===== src/rtl/burst_pulser_pkg.sv =====
package burst_pulser_pkg;
  // Strobes from the control module to the counting datapath
  typedef struct packed {
    logic clearRing; // zero the ring and the end-detect toggle
    logic advance;   // step the ring by one state
  } seqStrobe_t;
endpackage


===== src/rtl/burst_ring.sv =====
module burst_ring
  import burst_pulser_pkg::*;
#(
  parameter int STAGES = 16
) (
  input  logic       clk,
  input  logic       rst,
  input  seqStrobe_t strobe,
  output logic       burstEnd
);
  localparam int LAST = STAGES - 1;

  logic [LAST:0] ringQ;
  logic [LAST:0] ringD;
  logic          toggleQ;
  logic          lastEdge;

  // Twisted-ring next state: shift toward the last stage, feed the inverted last stage back in
  generate
    if (STAGES == 1) begin : g_single
      assign ringD = ~ringQ;
    end else begin : g_chain
      assign ringD = {ringQ[LAST-1:0], ~ringQ[LAST]};
    end
  endgenerate

  // A change of the last stage on this step: its first change is a rise, its second a fall
  assign lastEdge = strobe.advance && (ringD[LAST] != ringQ[LAST]);
  // The toggle is already set when the falling change arrives, so that change ends the burst
  assign burstEnd = lastEdge && toggleQ;

  always_ff @(posedge clk) begin
    if (rst || strobe.clearRing) begin
      ringQ   <= '0;
      toggleQ <= 1'b0;
    end else begin
      if (strobe.advance) ringQ <= ringD;
      if (lastEdge)       toggleQ <= ~toggleQ;
    end
  end
endmodule


===== src/rtl/burst_ctrl.sv =====
module burst_ctrl
  import burst_pulser_pkg::*;
(
  input  logic       clk,
  input  logic       rst,
  input  logic       start,
  input  logic       burstEnd,
  output seqStrobe_t strobe,
  output logic       runQ,
  output logic       doneQ
);
  logic startAccept;

  // Requests are only taken while the run latch is clear
  assign startAccept     = start && !runQ;
  assign strobe.clearRing = startAccept;
  assign strobe.advance   = runQ;

  always_ff @(posedge clk) begin
    if (rst) begin
      runQ  <= 1'b0;
      doneQ <= 1'b0;
    end else begin
      if (startAccept)   runQ <= 1'b1;
      else if (burstEnd) runQ <= 1'b0;
      doneQ <= burstEnd;
    end
  end
endmodule


===== src/rtl/burst_pulser.sv =====
module burst_pulser
  import burst_pulser_pkg::*;
#(
  parameter int STAGES = 16
) (
  input  logic clk,
  input  logic rst,
  input  logic start,
  output logic stepEn,
  output logic busy,
  output logic done
);
  seqStrobe_t strobe;
  logic       burstEnd;
  logic       runQ;
  logic       doneQ;

  burst_ctrl ctrlInst (
    .clk     (clk),
    .rst     (rst),
    .start   (start),
    .burstEnd(burstEnd),
    .strobe  (strobe),
    .runQ    (runQ),
    .doneQ   (doneQ)
  );

  burst_ring #(.STAGES(STAGES)) ringInst (
    .clk     (clk),
    .rst     (rst),
    .strobe  (strobe),
    .burstEnd(burstEnd)
  );

  assign stepEn = runQ;
  assign busy   = runQ;
  assign done   = doneQ;
endmodule


===== config.mk =====
export PLATFORM = sky130hd
export DESIGN_NAME = burst_pulser
export DESIGN_NICKNAME = d
export VERILOG_FILES = /design/src/rtl/burst_pulser_pkg.sv /design/src/rtl/burst_ring.sv /design/src/rtl/burst_ctrl.sv /design/src/rtl/burst_pulser.sv
export SDC_FILE = /design/constraint.sdc
export NUM_CORES = 1
export LEC_CHECK = 0
export BUFFER_PORTS_ARGS = -buffer_cell sky130_fd_sc_hd__buf_2
export CORE_MARGIN = 5
export CORE_UTILIZATION = 49
export DETAILED_ROUTE_END_ITERATION = 6
export HOLD_SLACK_MARGIN = 0.12
export PLACE_DENSITY = 0.7
export SYNTH_ARGS = -nofsm -noshare
export SYNTH_HDL_FRONTEND = slang
export SYNTH_HIERARCHICAL = 1
export SYNTH_SLANG_ARGS = --single-unit

===== constraint.sdc =====
create_clock -name clk -period 1.3 [get_ports clk]
set_input_delay 0.195 -clock clk [delete_from_list [all_inputs] [get_ports clk]]
set_output_delay 0.195 -clock clk [all_outputs]
set_load 0.02 [all_outputs]

==> qor.txt <==
Status = complete, no violations
H-tree depth = 1
Slew @ Worst Pin = 0.2614 ns
Critical path startpoint category = primary input
Post-place setup slack = 0.1397 ns
Setup ws final = 0.08422 ns
CTS tree = done
TritonRoute pass-1 iters = 2
Nets = 81
Syn Area/Cell = 10.49 sq um
Post-Syn Nets = 73
Hold crit path type = primary input to flip-flop
Fin Clk Skew = 0.004328 ns
Worst hold start = start
Warnings from Yosys = 6
R2R setup slack = 0.12 ns
Peak supply drop = 681.9 uV
Minimum clock period = 1.216 ns
Die height = 48.72 um
Iter 0 DRT Violations = 5
Total Wirelength = 981 um
Share of the synthesized area in the top cell type = 0.5179
Crit path arrival time = 1.44 ns
Reg2Reg Capture Point = ringInst/ringQ[12]$_SDFFE_PP0P_
Power Dens Cells = 1189 nW/um^2
P_leak = 0.3279 nW
Mapped cell area = 734.5 sq um
IO Count = 6
Via density = 4.667
Worst reg2reg startpoint = ctrlInst/runQ$_SDFFE_PP0P_
First-pass GRT wire length = 1800 um
PortBufs = 5
Fraction of layout cells with a size suffix above 1 = 0.1948
Endpoints failing setup = 0
Netlist cell types = 15
Initial Utilization = 0.4991
Core box area = 1471 sq um
FP Rows = 14
CTS Sinks = 19
Full die area = 2373 sq um
CTS root buffer = clkbuf_4
Syn Inst Count = 70
Vias in the first global route = 428
Flops & latches, synth = 19
GRT Residual Overflow = 0
Register clock-pin slew on the reported worst setup and hold paths = 0.10 ns
Hold path endpoint = ctrlInst/runQ$_SDFFE_PP0P_
CP Capture Type = flip-flop
Fin. max-slew vios = 0
Async SR Flop Fraction = 0
Design area = 799.5 sq um
Hpwl dp = 720.8 um
Clock Tree Buf Depth = 2
CP required = 1.53 ns
RD Place Congestion = 0.6707
Via count = 434
Die W = 48.72 um
WL/cell = 10.55 um
CTS buffer count = 3
Post-synth top cells = dfxtp_1 (19), nor2_1 (18), mux2i_1 (16), buf_4 (5), inv_1 (2)
Seq/Total Area, Yosys = 0.5179
Crit Path Max Fanout = 8
Ys flop type = dfxtp_1
Crit path kind = primary input to flip-flop
# diodes = 0
Max-Slew Margin vs Limit = 0.8251
Worst hold path cell count = 3
Antenna violations before repair = 0
Synthesis-to-finish area growth = 8.859%
DR DRC count = 0
Clock Latency Late Sink = 0.28 ns
R2R cell count = 4
DP Area = 759.5 sq um
Synth area leader = dfxtp_1
Post-synth EDFFs = 0
Hold Fails Final Rpt = 0
Count leader, synth = dfxtp_1
Largest net degree at the start of global routing = 14
Fmax = 0.8225 GHz
Total Routing Usage GR = 0.09563
Final Cycle Share = 0.9352
Max-cap violations = 0
Main area contributors after synthesis = dfxtp_1 (52%), mux2i_1 (22%), nor2_1 (9.2%)
Unrepaired setup endpoints after global routing = false
DRT antenna net count = 0
Final total power = 0.9502 mW
-- critical path, cell delays in order --
cell	delay [ns]
dlygate4sd3_1	0.53
buf_2	0.13
or2_0	0.29
buf_4	0.20
nor2_1	0.10
-- area by class of cell --
type                            count  area (sq um)
Inverter                            2         7.507
Timing Repair Buffer               10         68.82
Clock buffer                        4         26.28
Tap cell                           16         20.02
Fill cell                         145         671.9
Sequential cell                    19         384.1
Multi-Input combinational cell     42         292.8
-- registers in the layout, indices dropped and copies added (netlist names) --
signal,flops
ctrlInst/runQ,1
ringInst/ringQ,16
ringInst/toggleQ,1
ctrlInst/doneQ,1
-- how the worst max path moves through the flow --
stage	from	endpoint	slack [ns]	cells after the start
after detailed placement	ctrlInst/runQ$_SDFFE_PP0P_	ringInst/ringQ[12]$_SDFFE_PP0P_	0.14	4
after floorplan	ctrlInst/runQ$_SDFFE_PP0P_	ringInst/toggleQ$_SDFFE_PP0P_	-0.03	6
after CTS	ctrlInst/runQ$_SDFFE_PP0P_	busy	0.05	2
after global routing	rst	ringInst/ringQ[11]$_SDFFE_PP0P_	0.02	5
after global placement	ctrlInst/runQ$_SDFFE_PP0P_	ringInst/ringQ[9]$_SDFFE_PP0P_	0.17	4
final	rst	ringInst/ringQ[12]$_SDFFE_PP0P_	0.08	5
-- stage by stage --
step	util	instances	TNS (ns)	hold slack [ns]
CTS	0.5408	93	0	0.1635
global route	0.5434	93	0	0.1870
floorplan	-	70	-0.02824	0.2637
global placement	0.5162	88	0	0.3884
detailed placement	0.5162	88	0	0.3914
finish	0.5434	93	0	0.1808
-- where the power goes --
| group | switching, mW | internal, mW |
|---|---|---|
| logic | 0.0438 | 0.0377 |
| registers | 0.00308 | 0.586 |
| clock network | 0.161 | 0.119 |
| total | 0.207 | 0.743 |
-- timing repair --
item	4_1_cts	5_1_grt
hold endpoints to repair	2	0
setup endpoints to repair	0	1
hold buffers	1	0
setup buffers	0	0
resized for setup	0	1
-- per-layer routing --
metal  part of all wire  track usage  up-vias
met5                  0            0        -
met4                  0      0.05381        0
met3              0.042      0.03681        0
met2               0.40       0.1370        6
met1               0.55       0.1212      187
li1                   -            -      241
-- logic make-up after synthesis --
kind of cell              count (synthesis)  synth area share
and+or+nand+nor                          22            0.1295
DFF                                      19            0.5179
muxes                                    16            0.2181
buffers and inverters                     9           0.08348
AOI/OAI and AO/OA                         3           0.03919
xor gates and xnor gates                  1           0.01193
-- cell usage in the layout (no fill, tap or decap) --
master | synthesis | final
a211oi_2 | 1 | 1
nor2_1 | 18 | 18
a31o_1 | 1 | 1
buf_4 | 5 | 3
nor2b_1 | 1 | 1
clkbuf_1 | 0 | 1
mux2i_1 | 16 | 16
dfxtp_4 | 0 | 1
or2_0 | 1 | 1
and3_1 | 1 | 1
a211oi_1 | 1 | 1
clkbuf_4 | 0 | 3
buf_2 | 1 | 5
and2b_2 | 1 | 1
dfxtp_1 | 19 | 18
inv_1 | 2 | 2
xor2_1 | 1 | 1
dlygate4sd3_1 | 0 | 1
buf_6 | 1 | 1
Note: power is estimated with default switching activity, not from simulation.
